### config.mk
export PLATFORM = sky130hd
export DESIGN_NAME = thread_split_queue
export DESIGN_NICKNAME = d
export VERILOG_FILES = /design/src/rtl/tsq_pkg.sv /design/src/rtl/tsq_free_list.sv /design/src/rtl/tsq_thread_ptrs.sv /design/src/rtl/tsq_pop_turn.sv /design/src/rtl/thread_split_queue.sv
export SDC_FILE = /design/constraint.sdc
export NUM_CORES = 1
export LEC_CHECK = 0
export ABC_AREA = 1
export BUFFER_PORTS_ARGS = -buffer_cell sky130_fd_sc_hd__clkbuf_2
export CORE_MARGIN = 2
export CORE_UTILIZATION = 65
export DETAILED_ROUTE_END_ITERATION = 8
export GPL_TIMING_DRIVEN = 1
export PLACE_DENSITY_LB_ADDON = 0.08
export SETUP_SLACK_MARGIN = 0.05
export SYNTH_ARGS = -nofsm -noshare
export SYNTH_HDL_FRONTEND = slang
export SYNTH_SLANG_ARGS = --single-unit
### constraint.sdc
create_clock -name clk -period 7.4 [get_ports clk]
set_input_delay 1.85 -clock clk [delete_from_list [all_inputs] [get_ports clk]]
set_output_delay 1.85 -clock clk [all_outputs]
set_load 0.02 [all_outputs]
### src/rtl/tsq_pkg.sv
package tsq_pkg;
  localparam int NTHR = 2;
  typedef enum logic {
    THR_A = 1'b0,
    THR_B = 1'b1
  } thr_e;
endpackage

### src/rtl/tsq_free_list.sv
// Pool of unused slots: bitmap with a lowest-index-first allocator.
module tsq_free_list #(
  parameter int DEPTH = 8,
  parameter int IDXW  = 3
) (
  input  logic            clk,
  input  logic            rst,
  input  logic            alloc_en,
  input  logic            rel_en,
  input  logic [IDXW-1:0] rel_idx,
  output logic [IDXW-1:0] alloc_idx,
  output logic            any_free
);
  logic [DEPTH-1:0] free_q;
  logic [DEPTH-1:0] clr_m;
  logic [DEPTH-1:0] set_m;

  always_comb begin
    alloc_idx = '0;
    any_free  = 1'b0;
    for (int i = DEPTH - 1; i >= 0; i--) begin
      if (free_q[i]) begin
        alloc_idx = IDXW'(i);
        any_free  = 1'b1;
      end
    end
  end

  always_comb begin
    clr_m = '0;
    set_m = '0;
    if (alloc_en) clr_m[alloc_idx] = 1'b1;
    if (rel_en)   set_m[rel_idx]   = 1'b1;
  end

  always_ff @(posedge clk) begin
    if (rst) free_q <= '1;
    else     free_q <= (free_q & ~clr_m) | set_m;
  end
endmodule

### src/rtl/tsq_thread_ptrs.sv
// Per-thread chain state: head slot, tail slot, occupancy.
module tsq_thread_ptrs #(
  parameter int IDXW = 3,
  parameter int CNTW = 4
) (
  input  logic            clk,
  input  logic            rst,
  input  logic            push_en,
  input  logic            pop_en,
  input  logic [IDXW-1:0] alloc_idx,
  input  logic [IDXW-1:0] head_link,
  output logic [IDXW-1:0] head,
  output logic [IDXW-1:0] tail,
  output logic [CNTW-1:0] cnt
);
  logic last_one;
  assign last_one = (cnt == CNTW'(1));

  always_ff @(posedge clk) begin
    if (rst) begin
      head <= '0;
      tail <= '0;
      cnt  <= '0;
    end else begin
      cnt <= cnt + CNTW'(push_en) - CNTW'(pop_en);
      if (push_en) tail <= alloc_idx;
      if (pop_en) begin
        // single entry leaving while a new one arrives: link not yet written
        head <= (push_en && last_one) ? alloc_idx : head_link;
      end else if (push_en && cnt == '0) begin
        head <= alloc_idx;
      end
    end
  end
endmodule

### src/rtl/tsq_pop_turn.sv
// Alternating read selection with skip of an empty thread.
module tsq_pop_turn
  import tsq_pkg::*;
(
  input  logic       clk,
  input  logic       rst,
  input  logic       pop_req,
  input  logic [1:0] nonempty,
  output logic       pop_en,
  output logic       pop_sel
);
  thr_e turn_q;
  thr_e pick;

  always_comb begin
    if (nonempty[turn_q]) pick = turn_q;
    else                  pick = (turn_q == THR_A) ? THR_B : THR_A;
  end

  assign pop_en  = pop_req & (|nonempty);
  assign pop_sel = pick;

  always_ff @(posedge clk) begin
    if (rst)         turn_q <= THR_A;
    else if (pop_en) turn_q <= (pick == THR_A) ? THR_B : THR_A;
  end
endmodule

### src/rtl/thread_split_queue.sv
module thread_split_queue
  import tsq_pkg::*;
#(
  parameter int DEPTH = 8,
  parameter int DW    = 16
) (
  input  logic          clk,
  input  logic          rst,
  input  logic          dual_mode,
  input  logic          solo_tid,
  input  logic          push_valid,
  input  logic          push_tid,
  input  logic [DW-1:0] push_data,
  output logic          push_rej,
  input  logic          pop_req,
  output logic          pop_valid,
  output logic          pop_tid,
  output logic [DW-1:0] pop_data,
  output logic [1:0]    full,
  output logic [1:0]    empty
);
  localparam int HALF = DEPTH / 2;
  localparam int IDXW = $clog2(DEPTH);
  localparam int CNTW = IDXW + 1;

  // slot storage: thread tag + payload, and the chain link of each slot
  logic [DW:0]     slot_mem [DEPTH];
  logic [IDXW-1:0] link_mem [DEPTH];

  logic [IDXW-1:0] head_w [NTHR];
  logic [IDXW-1:0] tail_w [NTHR];
  logic [CNTW-1:0] cnt_w  [NTHR];
  logic [IDXW-1:0] link_w [NTHR];
  logic [NTHR-1:0] push_en;
  logic [NTHR-1:0] pop_en_t;
  logic [NTHR-1:0] room;
  logic [NTHR-1:0] nonempty;

  logic            any_free;
  logic [IDXW-1:0] alloc_idx;
  logic            push_acc;
  logic            pop_en;
  logic            pop_sel;
  logic [IDXW-1:0] rd_idx;
  logic [DW:0]     rd_word;

  genvar t;
  generate
    for (t = 0; t < NTHR; t++) begin : g_thr
      logic [CNTW-1:0] cap;
      always_comb begin
        if (dual_mode)                 cap = CNTW'(HALF);
        else if (solo_tid == 1'(t))    cap = CNTW'(DEPTH);
        else                           cap = '0;
      end
      assign room[t]     = cnt_w[t] < cap;
      assign full[t]     = ~(room[t] & any_free);
      assign nonempty[t] = (cnt_w[t] != '0);
      assign empty[t]    = ~nonempty[t];
      assign push_en[t]  = push_acc & (push_tid == 1'(t));
      assign pop_en_t[t] = pop_en & (pop_sel == 1'(t));
      assign link_w[t]   = link_mem[head_w[t]];

      tsq_thread_ptrs #(.IDXW(IDXW), .CNTW(CNTW)) u_ptrs (
        .clk       (clk),
        .rst       (rst),
        .push_en   (push_en[t]),
        .pop_en    (pop_en_t[t]),
        .alloc_idx (alloc_idx),
        .head_link (link_w[t]),
        .head      (head_w[t]),
        .tail      (tail_w[t]),
        .cnt       (cnt_w[t])
      );
    end
  endgenerate

  assign push_acc = push_valid & ~full[push_tid];
  assign push_rej = push_valid &  full[push_tid];

  tsq_free_list #(.DEPTH(DEPTH), .IDXW(IDXW)) u_free (
    .clk       (clk),
    .rst       (rst),
    .alloc_en  (push_acc),
    .rel_en    (pop_en),
    .rel_idx   (rd_idx),
    .alloc_idx (alloc_idx),
    .any_free  (any_free)
  );

  tsq_pop_turn u_turn (
    .clk      (clk),
    .rst      (rst),
    .pop_req  (pop_req),
    .nonempty (nonempty),
    .pop_en   (pop_en),
    .pop_sel  (pop_sel)
  );

  assign rd_idx  = head_w[pop_sel];
  assign rd_word = slot_mem[rd_idx];

  always_ff @(posedge clk) begin
    if (push_acc) slot_mem[alloc_idx] <= {push_tid, push_data};
  end

  always_ff @(posedge clk) begin
    if (push_acc && cnt_w[push_tid] != '0) link_mem[tail_w[push_tid]] <= alloc_idx;
  end

  always_ff @(posedge clk) begin
    if (rst) begin
      pop_valid <= 1'b0;
      pop_tid   <= 1'b0;
      pop_data  <= '0;
    end else begin
      pop_valid <= pop_en;
      if (pop_en) begin
        pop_tid  <= rd_word[DW];
        pop_data <= rd_word[DW-1:0];
      end
    end
  end
endmodule

==> key figures <==
Run status
  – Outcome: finished, final reports clean

Setup path
  – Critical Path End: push_rej
  – FF-to-FF Start: g_thr[0].u_ptrs.cnt[2]
  – Critical path depth in cells: 10
  – Critical-path cell list: clkbuf_2 > or2_2 > ha_1 > o21ai_0 > nand2_1 > nor2_1 > nand2_1 > nand2_1 > nor2_1 > clkbuf_2
  – Req. time, crit path: 5.55 ns
  – CP Capture Type: output port
  – Critical path launch point: solo_tid
  – Crit path kind: primary input to output port
  – Largest stage delay, worst path: around 0.29 ns
  – Crit path buffers/inverters: 2
  – Crit path DAT: about 3.4 ns
  – Worst path slowest cell: ha_1
  – CP most frequent cell: nand2_1
  – Critical path launch point type: primary input
  – Worst Reg2Reg Path Length in Cells: 10
  – Worst path top cell family by delay: simple AND/OR/NAND/NOR gates
  – R2r setup slk: around 4 ns
  – Worst reg2reg endpoint: pop_data[11]
  – CP max FO: 4

STA
  – Highest Clock Rate: around 0.19 GHz
  – Final Hold Fails: 0
  – Worst-Margin Slew: ~1.2 ns
  – Slew HR: about 19%
  – Period utilization: 70.8%
  – RSZ-0062 raised after global routing: false
  – Setup_tns: 0 ns
  – Fin crit period: between 5 and 6 ns
  – Slew Viols, Final: 0
  – Skew final: 0.0168 ns
  – Final setup viols: 0

Detailed routing
  – Total routed wirelength: slightly above 20000 µm
  – Detailed Route Iter0 Violations: about 600
  – Vias: between 6000 and 7000
  – Drt wl/cell: ~17 µm
  – Remaining DRCs: 0
  – DRT Pass-1 Iters: 5
  – Vias per cell: between 5 and 6
  – ANT nets after route: 0

Yosys
  – EDFF count, synth: 160
  – Synthesized area: approximately 0.0095 mm²
  – Predominant post-synthesis flop cell: edfxtp_1
  – Seq cells post-synth: 213
  – Synth unique cells: 34
  – Largest family of logic cells by synthesized area: simple AND/OR/NAND/NOR gates
  – Synth warn: 0
  – Seq/Total Area, Yosys: between 60 and 70%
  – Mux cell area share after synthesis: 0%
  – Cells after Synth: around 1000
  – Synth async-reset ratio: 0%
  – Synth Area in Simple Gates: a little under a quarter
  – Adder-Cell Fraction of Synth Area: 1.99%
  – Syn Nets: ~1000
  – Synth Area in Compound Gates: roughly 6.1%
  – Synth Area in XOR/XNOR: less than 1%
  – Avg Cell Area, Syn: ~10 µm²

Clock tree
  – H-tree depth: 1
  – CTS tree: yes
  – Clock tree buffer depth: 3
  – Setup Buffers After CTS: 0
  – Number of buffers created by CTS: 22
  – Root Buffer: clkbuf_16
  – Clock sinks: between 200 and 250
  – Clock edge transition at the registers on the reported setup and hold paths: 0.06 ns
  – Hold buffers post-CTS: 0
  – Post-CTS Resized: 0
  – Skew-Pair Late Insertion Delay: approximately 0.51 ns

Worst hold path
  – Hold path depth: 2
  – HP Class: flip-flop to flip-flop

Power and ir drop
  – Leak Pwr: roughly 4.4 nW
  – Max IR drop VDD: between 0.0003 and 0.0004 V
  – PD cells: about 430 mW/mm²

Cells and area
  – Antenna cell count: 0
  – Commonest non-fill, non-tap cell in the layout: nand2_1
  – Commonest cells after routing, fill and taps aside: 187 x nand2_1, 160 x edfxtp_1, 144 x inv_1
  – Post-route cell area: 0.0106 mm²
  – Final net count: 1056
  – Area Overhead vs Synth: 10.7%
  – Layout cells sized above 1: between 10% and 20%

GRT
  – Largest net degree at the start of global routing: 56
  – Global-route wire length before repair: between 30000 and 40000 µm
  – Initial antenna violation count: 0
  – Vias in the first global route: ~6400
  – Total grt overflow: 0
  – Gr usage total: between 20% and 30%

Place
  – Placer Congestion: 0.858
  – DP Wirelength: about 12000 µm
  – IO Port Bufs: 45
  – Dpl cell area: about 0.0099 mm²

Floorplanning
  – Initial Util: roughly 66%
  – Die H: 125 µm
  – Die Span X: 125 µm
  – Die ar.: around 0.016 mm²
  – Core area: approximately 0.014 mm²
  – FP Rows: 44
  – Ports: 46

Run
  – MaxCap Viol Count: 0
[sequential cells by signal, indices dropped and copies added (netlist names), named ones only]
register           flops
u_turn.turn_q          1
pop_data              16
pop_tid                1
u_free.free_q          8
g_thr.u_ptrs.tail      6
pop_valid              1
slot_mem             136
g_thr.u_ptrs.cnt       8
link_mem              24
g_thr.u_ptrs.head      6
[worst min path at each step]
stage	start	to	slack, ns
floorplan	u_free.free_q[0]	u_free.free_q[0]	0.44
global placement	u_free.free_q[0]	u_free.free_q[0]	0.45
detailed placement	u_free.free_q[0]	u_free.free_q[0]	0.46
CTS	u_free.free_q[0]	u_free.free_q[0]	0.47
global route	u_free.free_q[0]	u_free.free_q[0]	0.50
finish	u_free.free_q[1]	u_free.free_q[1]	0.47
[cell type report]
cell class | instances | area (µm²)
clock buffer | 28 | 583
clock inverter | 12 | 115
fill | 1029 | 3860
inverter | 145 | 544
multi-input combinational | 589 | 2980
sequential | 213 | 5870
tap | 184 | 230
timing repair buffer | 48 | 248
[stage by stage]
step | instances | total power, mW | worst slack (ns) | hold slack (ns) | util, %
global placement | 1179 | 3.40 | 2.34 | 0.447 | 68.4
detailed placement | 1179 | 3.45 | 2.30 | 0.461 | 68.4
global route | 1219 | 4.81 | 2.05 | 0.497 | 73.2
finish | 1219 | 4.50 | 2.16 | 0.465 | 73.2
CTS | 1219 | 4.52 | 2.17 | 0.469 | 73.2
floorplan | 981 | 3.00 | 2.56 | 0.436 | -
[cells in the mapped netlist, types with 2 or more instances]
| master | count | area (µm²) |
|---|---|---|
| dfxtp_1 | 53 | 1060 |
| nand3_1 | 101 | 505 |
| buf_4 | 8 | 60.1 |
| nand4_1 | 4 | 25.0 |
| xor2_1 | 2 | 17.5 |
| edfxtp_1 | 160 | 4800 |
| a31oi_1 | 8 | 50.1 |
| nor2_1 | 105 | 394 |
| o21ai_1 | 19 | 95.1 |
| and3_1 | 2 | 12.5 |
| o21ai_0 | 61 | 305 |
| nand2_4 | 4 | 45.0 |
| nand2_2 | 9 | 56.3 |
| nand3b_1 | 35 | 263 |
| or2_2 | 4 | 25.0 |
| ha_1 | 12 | 150 |
| nor2_8 | 4 | 80.1 |
| inv_1 | 144 | 541 |
| a211oi_1 | 3 | 22.5 |
| clkbuf_1 | 17 | 63.8 |
| nor3_1 | 2 | 10.0 |
| buf_2 | 8 | 40.0 |
| nand2_1 | 187 | 702 |
| fa_1 | 2 | 40.0 |
| nor2_2 | 2 | 12.5 |
| a21oi_1 | 17 | 85.1 |
[tightest hold or removal path: cells and delay by family (launching register included)]
kind	cells	cell delay, ns
compound gates	1	0.07
flops	1	0.30
simple gates	1	0.05
[power breakdown]
part / switching (mW) / total [mW] / internal (mW)
combinational: 1.33 / 1.90 / 0.566
clock: 0.438 / 1.07 / 0.627
sequential: 0.110 / 1.54 / 1.43
total: 1.88 / 4.50 / 2.62
[cell families (layout without fill, tap and decap cells)]
family,count (synthesis),in the layout
flip-flops,213,213
XOR/XNOR,2,2
AND/OR/NAND/NOR,462,462
buffers and inverters,179,233
adder cells (fa/ha/maj),14,14
AO/OA/AOI/OAI,111,111
[layer usage]
layer,track usage (%),part of all wire [%],up-vias
met5,0,0,-
met4,6.34,1.9,0
met3,3.59,5.3,32
met2,45.9,50,208
met1,34.5,43,3150
li1,-,-,3326
Note: power is estimated with default switching activity, not from simulation.
